`config.mk`:
```
export PLATFORM = sky130hd
export DESIGN_NAME = sio_status_irq
export DESIGN_NICKNAME = d
export VERILOG_FILES = /design/src/rtl/sio_pkg.sv /design/src/rtl/sio_ctrl_regs.sv /design/src/rtl/sio_tx_flags.sv /design/src/rtl/sio_rx_flags.sv /design/src/rtl/sio_irq_combine.sv /design/src/rtl/sio_status_irq.sv
export SDC_FILE = /design/constraint.sdc
export NUM_CORES = 1
export LEC_CHECK = 0
export BUFFER_PORTS_ARGS = -buffer_cell sky130_fd_sc_hd__buf_2
export CORE_MARGIN = 3
export CORE_UTILIZATION = 53
export CTS_CLUSTER_DIAMETER = 200
export DETAILED_ROUTE_END_ITERATION = 8
export PLACE_DENSITY = 0.82
export SETUP_SLACK_MARGIN = 0.5
export SLEW_MARGIN = 20
export SYNTH_ARGS = -nofsm -noshare
export SYNTH_HDL_FRONTEND = slang
export SYNTH_SLANG_ARGS = --single-unit
```
`constraint.sdc`:
```
create_clock -name clk -period 2.23 [get_ports clk]
set_input_delay 0.223 -clock clk [delete_from_list [all_inputs] [get_ports clk]]
set_output_delay 0.223 -clock clk [all_outputs]
set_load 0.01 [all_outputs]
```
`src/rtl/sio_pkg.sv`:
```
package sio_pkg;
  // register word addresses
  localparam int unsigned A_CTRL = 0;
  localparam int unsigned A_STAT = 1;
  localparam int unsigned A_ERRV = 2;
  localparam int unsigned A_MASK = 3;
  localparam int unsigned A_TXD  = 4;
  localparam int unsigned A_RXD  = 5;
  // status / mask bit positions
  localparam int unsigned ST_TBE  = 0;
  localparam int unsigned ST_TSBE = 1;
  localparam int unsigned ST_RBF  = 2;
  localparam int unsigned ST_PAR  = 3;
  localparam int unsigned ST_FRM  = 4;
  localparam int unsigned ST_OVR  = 5;
  localparam int unsigned ST_SUM  = 6;
  // control bit positions
  localparam int unsigned CT_TXEN = 0;
  localparam int unsigned CT_RXEN = 1;
  localparam int unsigned CT_FLSH = 2;
  localparam int unsigned CT_W    = 3;
endpackage

```
`src/rtl/sio_ctrl_regs.sv`:
```
module sio_ctrl_regs import sio_pkg::*; #(
  parameter int unsigned DATA_W = 16
) (
  input  logic              clk,
  input  logic              rst,
  input  logic              wr_ctrl,
  input  logic [CT_W-1:0]   ctrl_wdata,
  input  logic              wr_mask,
  input  logic [DATA_W-1:0] mask_wdata,
  output logic              tx_en,
  output logic              rx_en,
  output logic              flush,
  output logic [DATA_W-1:0] mask_q
);
  localparam logic [DATA_W-1:0] MASK_KEEP =
    (DATA_W'(1) << ST_TBE) | (DATA_W'(1) << ST_TSBE) |
    (DATA_W'(1) << ST_RBF) | (DATA_W'(1) << ST_SUM);

  always_ff @(posedge clk) begin
    if (rst) begin
      tx_en  <= 1'b0;
      rx_en  <= 1'b0;
      flush  <= 1'b0;
      mask_q <= '0;
    end else begin
      flush <= wr_ctrl & ctrl_wdata[CT_FLSH];
      if (wr_ctrl) begin
        tx_en <= ctrl_wdata[CT_TXEN];
        rx_en <= ctrl_wdata[CT_RXEN];
      end
      if (wr_mask) mask_q <= mask_wdata & MASK_KEEP;
    end
  end
endmodule

```
`src/rtl/sio_tx_flags.sv`:
```
module sio_tx_flags #(
  parameter int unsigned BYTE_W = 8
) (
  input  logic              clk,
  input  logic              rst,
  input  logic              wr_txd,
  input  logic [BYTE_W-1:0] wbyte,
  input  logic              flush,
  input  logic              taken,
  input  logic              done,
  output logic              tbe,
  output logic              tsbe,
  output logic [BYTE_W-1:0] tx_byte
);
  always_ff @(posedge clk) begin
    if (rst) begin
      tbe     <= 1'b1;
      tsbe    <= 1'b1;
      tx_byte <= '0;
    end else begin
      if (flush)       tbe <= 1'b1;
      else if (wr_txd) tbe <= 1'b0;
      else if (taken)  tbe <= 1'b1;
      if (wr_txd) tx_byte <= wbyte;
      if (taken)      tsbe <= 1'b0;
      else if (done)  tsbe <= 1'b1;
    end
  end

  p_taken_empties_r3: assert property (@(posedge clk) disable iff (rst)
    (taken && !wr_txd && !flush) |=> (tbe && !tsbe));
  p_load_fills_r3: assert property (@(posedge clk) disable iff (rst)
    (wr_txd && !flush) |=> (!tbe && tx_byte == $past(wbyte)));
endmodule

```
`src/rtl/sio_rx_flags.sv`:
```
module sio_rx_flags #(
  parameter int unsigned BYTE_W = 8
) (
  input  logic              clk,
  input  logic              rst,
  input  logic              rx_en,
  input  logic              valid,
  input  logic [BYTE_W-1:0] byte_in,
  input  logic              par_in,
  input  logic              frm_in,
  input  logic              drain,
  input  logic              err_clr,
  output logic              rbf,
  output logic              par,
  output logic              frm,
  output logic              ovr,
  output logic [BYTE_W-1:0] rx_byte
);
  logic take;
  assign take = valid & rx_en;

  always_ff @(posedge clk) begin
    if (rst) begin
      rbf     <= 1'b0;
      par     <= 1'b0;
      frm     <= 1'b0;
      ovr     <= 1'b0;
      rx_byte <= '0;
    end else begin
      if (drain) begin
        rbf <= 1'b0;
        par <= 1'b0;
        frm <= 1'b0;
        ovr <= 1'b0;
      end
      if (err_clr) begin
        par <= 1'b0;
        frm <= 1'b0;
        ovr <= 1'b0;
      end
      if (take) begin
        if (!rbf || drain) begin
          rx_byte <= byte_in;
          rbf     <= 1'b1;
          par     <= par_in;
          frm     <= frm_in;
          ovr     <= 1'b0;
        end else begin
          ovr <= 1'b1;
        end
      end
    end
  end

  p_overrun_keeps_old_r6: assert property (@(posedge clk) disable iff (rst)
    (rbf && take && !drain) |=> (ovr && rbf && $stable(rx_byte)));
  p_drain_clears_r8: assert property (@(posedge clk) disable iff (rst)
    (drain && !take) |=> (!rbf && !par && !frm && !ovr));
  p_disabled_ignored_r4: assert property (@(posedge clk) disable iff (rst)
    (valid && !rx_en && !drain) |=> $stable(rbf));
endmodule

```
`src/rtl/sio_irq_combine.sv`:
```
module sio_irq_combine #(
  parameter int unsigned DATA_W = 16
) (
  input  logic              clk,
  input  logic              rst,
  input  logic [DATA_W-1:0] status,
  input  logic [DATA_W-1:0] mask,
  output logic              irq
);
  always_ff @(posedge clk) begin
    if (rst) irq <= 1'b0;
    else     irq <= |(status & mask);
  end

  p_masked_quiet_r11: assert property (@(posedge clk) disable iff (rst)
    (mask == '0) |=> !irq);
endmodule

```
`src/rtl/sio_status_irq.sv`:
```
module sio_status_irq import sio_pkg::*; #(
  parameter int unsigned DATA_W = 16,
  parameter int unsigned ADDR_W = 3,
  parameter int unsigned BYTE_W = 8
) (
  input  logic              clk,
  input  logic              rst,
  input  logic              bus_wr,
  input  logic              bus_rd,
  input  logic [ADDR_W-1:0] bus_addr,
  input  logic [DATA_W-1:0] bus_wdata,
  output logic [DATA_W-1:0] bus_rdata,
  input  logic              txs_taken,
  input  logic              txs_done,
  output logic [BYTE_W-1:0] tx_byte_o,
  output logic              tx_full,
  output logic              tx_enable,
  output logic              rx_enable,
  output logic              tx_flush,
  input  logic              rxs_valid,
  input  logic [BYTE_W-1:0] rxs_byte,
  input  logic              rxs_parity_err,
  input  logic              rxs_frame_err,
  output logic              irq
);
  localparam logic [DATA_W-1:0] ERR_BITS =
    (DATA_W'(1) << ST_PAR) | (DATA_W'(1) << ST_FRM) |
    (DATA_W'(1) << ST_OVR) | (DATA_W'(1) << ST_SUM);

  logic sel_ctrl, sel_errv, sel_mask, sel_txd, sel_rxd, sel_stat;
  assign sel_ctrl = bus_addr == ADDR_W'(A_CTRL);
  assign sel_stat = bus_addr == ADDR_W'(A_STAT);
  assign sel_errv = bus_addr == ADDR_W'(A_ERRV);
  assign sel_mask = bus_addr == ADDR_W'(A_MASK);
  assign sel_txd  = bus_addr == ADDR_W'(A_TXD);
  assign sel_rxd  = bus_addr == ADDR_W'(A_RXD);

  logic [DATA_W-1:0] mask_q, status;
  logic tbe, tsbe, rbf, par, frm, ovr;
  logic [BYTE_W-1:0] rx_byte;

  sio_ctrl_regs #(.DATA_W(DATA_W)) u_ctrl (
    .clk(clk), .rst(rst),
    .wr_ctrl(bus_wr & sel_ctrl), .ctrl_wdata(bus_wdata[CT_W-1:0]),
    .wr_mask(bus_wr & sel_mask), .mask_wdata(bus_wdata),
    .tx_en(tx_enable), .rx_en(rx_enable), .flush(tx_flush), .mask_q(mask_q)
  );

  sio_tx_flags #(.BYTE_W(BYTE_W)) u_tx (
    .clk(clk), .rst(rst),
    .wr_txd(bus_wr & sel_txd), .wbyte(bus_wdata[BYTE_W-1:0]),
    .flush(tx_flush), .taken(txs_taken), .done(txs_done),
    .tbe(tbe), .tsbe(tsbe), .tx_byte(tx_byte_o)
  );

  sio_rx_flags #(.BYTE_W(BYTE_W)) u_rx (
    .clk(clk), .rst(rst), .rx_en(rx_enable),
    .valid(rxs_valid), .byte_in(rxs_byte),
    .par_in(rxs_parity_err), .frm_in(rxs_frame_err),
    .drain(bus_rd & sel_rxd),
    .err_clr(bus_wr & sel_errv & (bus_wdata == '0)),
    .rbf(rbf), .par(par), .frm(frm), .ovr(ovr), .rx_byte(rx_byte)
  );

  always_comb begin
    status          = '0;
    status[ST_TBE]  = tbe;
    status[ST_TSBE] = tsbe;
    status[ST_RBF]  = rbf;
    status[ST_PAR]  = par;
    status[ST_FRM]  = frm;
    status[ST_OVR]  = ovr;
    status[ST_SUM]  = par | frm | ovr;
  end

  assign tx_full = ~tbe;

  sio_irq_combine #(.DATA_W(DATA_W)) u_irq (
    .clk(clk), .rst(rst), .status(status), .mask(mask_q), .irq(irq)
  );

  logic [DATA_W-1:0] rd_mux;
  always_comb begin
    rd_mux = '0;
    if (sel_ctrl) begin
      rd_mux[CT_TXEN] = tx_enable;
      rd_mux[CT_RXEN] = rx_enable;
    end
    if (sel_stat) rd_mux = status;
    if (sel_errv) rd_mux = status & ERR_BITS;
    if (sel_mask) rd_mux = mask_q;
    if (sel_txd)  rd_mux = DATA_W'(tx_byte_o);
    if (sel_rxd)  rd_mux = DATA_W'(rx_byte);
  end

  always_ff @(posedge clk) begin
    if (rst)         bus_rdata <= '0;
    else if (bus_rd) bus_rdata <= rd_mux;
  end
endmodule

```
==> flow_summary.json, run 1 <==
{
  "yosys.area.top_type_share": 0.422,
  "grt_max_degree": 41,
  "rr_worst_depth": 4,
  "crit_fanout": 9,
  "syn2layout_area_growth_pct": 16.7,
  "drive_gt1_frac": 0.259,
  "yosys.area_share.simple": 0.229,
  "hold_buffers": 0,
  "antenna_found_initial": 0,
  "cts.sinks": 38,
  "wl_per_cell_um": 13.8,
  "fp.coreArea_um2": 3150,
  "synth_edf_count": 0,
  "die_h_um": 64.3,
  "r2r-start": "u_ctrl.rx_en",
  "irDropWorstVdd_v": 0.000386,
  "cts_buffers": 5,
  "min-delay-path-class": "input port to flip-flop",
  "maxSlewViolCount": 0,
  "yosysMostFrequentCell": "dfxtp_1",
  "drv_cap": 0,
  "synth_top_cell_by_area": "dfxtp_1",
  "post-cts-setup-buffer-count": 0,
  "final-setup-viol-count": 0,
  "status": "completed",
  "min_period_ns": 1.33,
  "power-per-cell-area_nw_per_um2": 584,
  "drt-vias-per-instance": 5.40,
  "via_count": 1637,
  "dp_hpwl_um": 3150,
  "grt_use_total": 0.212,
  "hold_viol": 0,
  "netlist_top_cells_area": "dfxtp_1, mux2i_1, nor2_1",
  "synthTopCellsByCount": "dfxtp_1, nor2_1, nand2_1",
  "port_buffers": 56,
  "antenna_left": 0,
  "synthFlopType": "dfxtp_1",
  "rrSetupSlack_ns": 0.90,
  "synth.distinct_cells": 43,
  "netlist_instances": 207,
  "fmax_mhz": 749,
  "synthArstFlopShare": 0,
  "tns_ns": 0,
  "tritoncts": "yes",
  "end_kind": "flip-flop",
  "wl_um": 4190,
  "diodes": 0,
  "cp-endpoint": "u_rx.rx_byte[3]",
  "h-tree-depth": 2,
  "setup.worst_path.start": "u_ctrl.rx_en",
  "initialDrtViolationCount": 104,
  "grt_pass1_vias": 1523,
  "syn-cell-area_um2": 1800,
  "num_rows": 20,
  "crit_required_ns": 2.45,
  "avgSynthCellArea_um2": 8.71,
  "yosys_warnings": 0,
  "ctsResizeCount": 0,
  "final.period_utilization": 0.599,
  "clock_skew_ns": 0.00584,
  "synth_mux_area_frac": 0.0999,
  "synth-seq-area-share": 0.422,
  "worst_slew_pin_slew_ns": 0.680,
  "dr.pass1.iters": 5,
  "rsz0062_at_grt": "false",
  "overflow": 0,
  "synth_compound_area_frac": 0.173,
  "pin_count": 65,
  "reg2reg_to": "u_rx.rx_byte[3]",
  "dieArea_um2": 4140,
  "slew_headroom": 0.546,
  "cts_root_buf": "clkbuf_4",
  "initial_core_util": 0.572,
  "die-width_um": 64.3,
  "synth_adder_area_share": 0,
  "crit_type": "flip-flop to flip-flop",
  "start_kind": "flip-flop",
  "leakage_nw": 0.940,
  "synth_top_family_by_area": "simple AND/OR/NAND/NOR gates",
  "grt_pass1_wl_um": 6850,
  "setup_slack_ns": 0.895,
  "dp_slack_ns": 0.643,
  "drcViolationCount": 0,
  "layout.nets": 294,
  "clock_latency_ns": 0.34,
  "clk_pin_slew_worst_paths_ns": 0.11,
  "clockBufferDepth": 2,
  "synth_xor_area_frac": 0,
  "critPathArrivalTime_ns": 1.55,
  "synth_seq_cells": 38,
  "gp_congestion": 0.837
}
==> flip-flops by register name (all words and copies together), names as in the netlist <==
name,flops
bus_rdata,8
u_ctrl.mask_q,4
u_rx.par,1
u_rx.rx_byte,8
u_ctrl.tx_en,1
u_irq.irq,1
u_tx.tsbe,1
u_rx.ovr,1
u_rx.frm,1
u_tx.tbe,1
u_ctrl.rx_en,1
u_tx.tx_byte,8
u_rx.rbf,1
u_ctrl.flush,1
==> cell families after synthesis <==
family	count (synthesis)
buffers and inverters	22
other	1
AO/OA/AOI/OAI	47
AND/OR/NAND/NOR	81
multiplexers	18
flip-flops	38
==> metal layers <==
layer / GRT usage / vias to the layer above / routed length, µm
met4: 0.0923 / 0 / 59
met3: 0.0545 / 7 / 374
met1: 0.285 / 742 / 1880
li1: - / 817 / -
met2: 0.321 / 71 / 1880
met5: 0 / - / 0
==> metrics by stage <==
stage	power, W	cells	hold slack, ns	utilization	instance area, µm²
6_report	0.00123	303	0.0716	0.667	2100
5_1_grt	0.00127	303	0.0728	0.667	2100
4_1_cts	0.00123	303	0.0650	0.667	2100
3_5_place_dp	0.000867	295	0.438	0.648	2040
3_3_place_gp	0.000865	295	0.430	0.648	2040
2_1_floorplan	0.000818	214	0.325	-	1830
==> critical path: stages (launching register included) <==
cell	delay, ns
dfxtp_1	0.41
nand2_1	0.15
a21oi_4	0.35
mux2i_1	0.24
nor2_1	0.06
==> report_power, final <==
group	total, W	internal, W	switching [W]
registers	0.000704	0.000694	0.0000106
logic	0.000148	0.0000604	0.0000874
clock network	0.000375	0.000153	0.000222
total	0.00123	0.000907	0.000320
==> layout make-up <==
cell class | count | area (µm²)
timing repair buffer | 56 | 280
tap | 44 | 55.1
fill | 280 | 1050
clock inverter | 1 | 5.00
sequential | 38 | 761
multi-input combinational | 154 | 936
inverter | 3 | 11.3
clock buffer | 7 | 55.1
==> worst min path at each step <==
stage	startpoint	end	slack (ns)	cells after the start
floorplan	txs_taken	u_tx.tsbe	0.33	1
global placement	txs_taken	u_tx.tsbe	0.43	2
detailed placement	rxs_frame_err	u_rx.frm	0.44	2
CTS	txs_taken	u_tx.tsbe	0.07	2
global route	rxs_frame_err	u_rx.frm	0.07	2
finish	txs_taken	u_tx.tsbe	0.07	2
==> cell usage in the layout, fill, tap and decap left out, types with 3 or more instances in the layout <==
cell type / n
mux2i_1: 18
dfxtp_1: 38
o21ai_0: 7
nor2_1: 29
buf_2: 56
nor2b_1: 5
conb_1: 8
a211oi_1: 3
nor4_1: 6
nand2_1: 22
a21oi_1: 17
clkbuf_4: 5
a22oi_1: 3
inv_1: 3
(Power assumes the default switching activity.)
==> run 2: changes to the inputs <==
Settings changed: CORE_UTILIZATION 53 to 44, PLACE_DENSITY 0.82 to 0.72.
Clock period 2.23 ns to 1.1 ns, I/O delays scaled along.
==> run 2 against run 1 <==
  * The flow now finishes with violations (negative setup slack)
  * Clock power increased to 2.6 times the previous value
  * Final cell count rose by 13%
  * Clock-buffer cell count did not move
  * Fmax rose by 17%
  * Non-clock buffer count rose by 35
  * Flip-flop and latch count stayed put
  * Register-to-register slack worse by 0.93 ns
  * Global-route usage is 1.1 points higher
  * Worst hold slack worse by 0.031 ns
  * Routed wire length is 40% higher
  * Power rose by 140%
  * Die area increased by 18%
  * Critical endpoint is now bus_rdata[6]
==> flow_summary.json, run 2 (synthesized netlist as in run 1, its figures left out) <==
{
  "cts.sinks": 38,
  "fmax_mhz": 880,
  "leakage_nw": 1.25,
  "pin_count": 65,
  "grt_use_total": 0.223,
  "crit_fanout": 3,
  "crit_required_ns": 1.28,
  "layout.nets": 330,
  "nFillCells": 231,
  "dr.pass1.iters": 4,
  "antenna_left": 0,
  "status": "complete, but fails checks",
  "clock_skew_ns": 0.0107,
  "clock_latency_ns": 0.30,
  "overflow": 0,
  "drv_cap": 0,
  "num_rows": 22,
  "gp_congestion": 0.808,
  "violations": "negative setup slack",
  "cts_buffers": 5,
  "drt-vias-per-instance": 5.53,
  "drcViolationCount": 0,
  "clk_pin_slew_worst_paths_ns": 0.08,
  "grt_max_degree": 18,
  "cts_root_buf": "clkbuf_8",
  "die_h_um": 70.0,
  "initialDrtViolationCount": 106,
  "tritoncts": "yes",
  "die-width_um": 70.0,
  "port_buffers": 56,
  "diodes": 0,
  "syn2layout_area_growth_pct": 66.4,
  "dp_cells": 326,
  "initial_core_util": 0.475,
  "grt_pass1_vias": 1829,
  "via_count": 1896,
  "end_kind": "flip-flop",
  "dieArea_um2": 4900,
  "wl_um": 5860,
  "place_area_um2": 2390,
  "utilization": 0.790,
  "p_comb_frac": 0.189,
  "start_kind": "flip-flop",
  "min_period_ns": 1.14,
  "rsz0062_at_grt": "true",
  "critPathArrivalTime_ns": 1.32,
  "final_cells": 343,
  "min-delay-path-class": "input port to flip-flop",
  "maxSlewViolCount": 0,
  "grt_pass1_wl_um": 8670,
  "dp_hpwl_um": 3440,
  "crit_type": "flip-flop to flip-flop",
  "hold_buffers": 0,
  "final-setup-viol-count": 2,
  "h-tree-depth": 2,
  "power_switching_w": 0.000785,
  "power-per-cell-area_nw_per_um2": 992,
  "hold_viol": 0,
  "drive_gt1_frac": 0.614,
  "final_common_cell": "buf_2",
  "final.period_utilization": 1.03,
  "p_int_w": 0.00219,
  "reg.largest.list": "bus_rdata: 8 flops, u_rx.rx_byte: 8 flops, u_tx.tx_byte: 8 flops",
  "wl_per_cell_um": 17.1,
  "mostFrequentLayoutCells": "buf_2, buf_6, nor2_1",
  "antenna_found_initial": 0,
  "p_clk_frac": 0.333,
  "irDropWorstVdd_v": 0.000794,
  "clockBufferDepth": 2,
  "setup_slack_ns": -0.0361,
  "p_sw_frac": 0.264,
  "fin_area_um2": 3000,
  "p_seq_frac": 0.479,
  "fp.coreArea_um2": 3800
}
==> run 2: cell count changes in the layout (fill, tap and decap cells not counted), sizes merged <==
cell,delta
buf,+35
and3,+1
==> run 2: path summary, 6_finish.rpt <==
check / startpoint / to / slack [ns] / cells past startpoint
setup reg to reg: u_rx.ovr / bus_rdata[6] / -0.04 / 4
hold reg to reg: u_rx.rx_byte[2] / bus_rdata[2] / 0.48 / 2
hold / removal: rxs_byte[4] / u_rx.rx_byte[4] / 0.04 / 3
setup / recovery: u_rx.ovr / bus_rdata[6] / -0.04 / 4
==> run 2: timing repair <==
action                     4_1_cts  5_1_grt
pin swaps                       11       13
buffers inserted                 5        2
resized for setup               79       39
gates cloned                     2        0
setup endpoints to repair       59       59
==> run 2: per-layer routing <==
layer / wire length [µm] / part of all wire / global-route usage
met1: 2320 / 0.40 / 0.279
met2: 2870 / 0.49 / 0.356
met3: 521 / 0.089 / 0.0763
met4: 153 / 0.026 / 0.0809
met5: 0 / 0 / 0
==> run 2: worst max-delay path, cell delays in order, from the launching register on <==
cell and delay (ns):
dfxtp_2 0.35, a2111oi_4 0.36, nor4_2 0.07, o221ai_1 0.16
o21ai_1 0.08
==> run 2: power by group through the flow <==
stage                     clock, W  sequential (W)  combinational (W)
after floorplan                  0         0.00146           0.000225
after global placement           0         0.00146           0.000405
after detailed placement         0         0.00146           0.000410
after CTS                 0.000990         0.00143           0.000503
after global routing       0.00105         0.00143           0.000598
final                     0.000990         0.00142           0.000562
==> run 2: through the flow <==
step	setup WS, ns	power (W)	TNS (ns)	hold slack, ns
finish	-0.0361	0.00298	-0.0361	0.0403
floorplan	0.0357	0.00169	0	0.212
global placement	-0.154	0.00186	-1.40	0.314
detailed placement	-0.184	0.00187	-1.73	0.317
CTS	-0.0154	0.00292	-0.0154	0.00213
global route	-0.122	0.00308	-0.346	0.0439
==> run 2: layout make-up <==
cell class,count,area [µm²],share of cell area
multi-input combinational,155,1210,0.403
sequential,38,812,0.271
clock buffer,7,86.3,0.0288
tap,48,60.1,0.0200
clock inverter,1,5.00,0.00167
timing repair buffer,91,816,0.272
inverter,3,11.3,0.00375
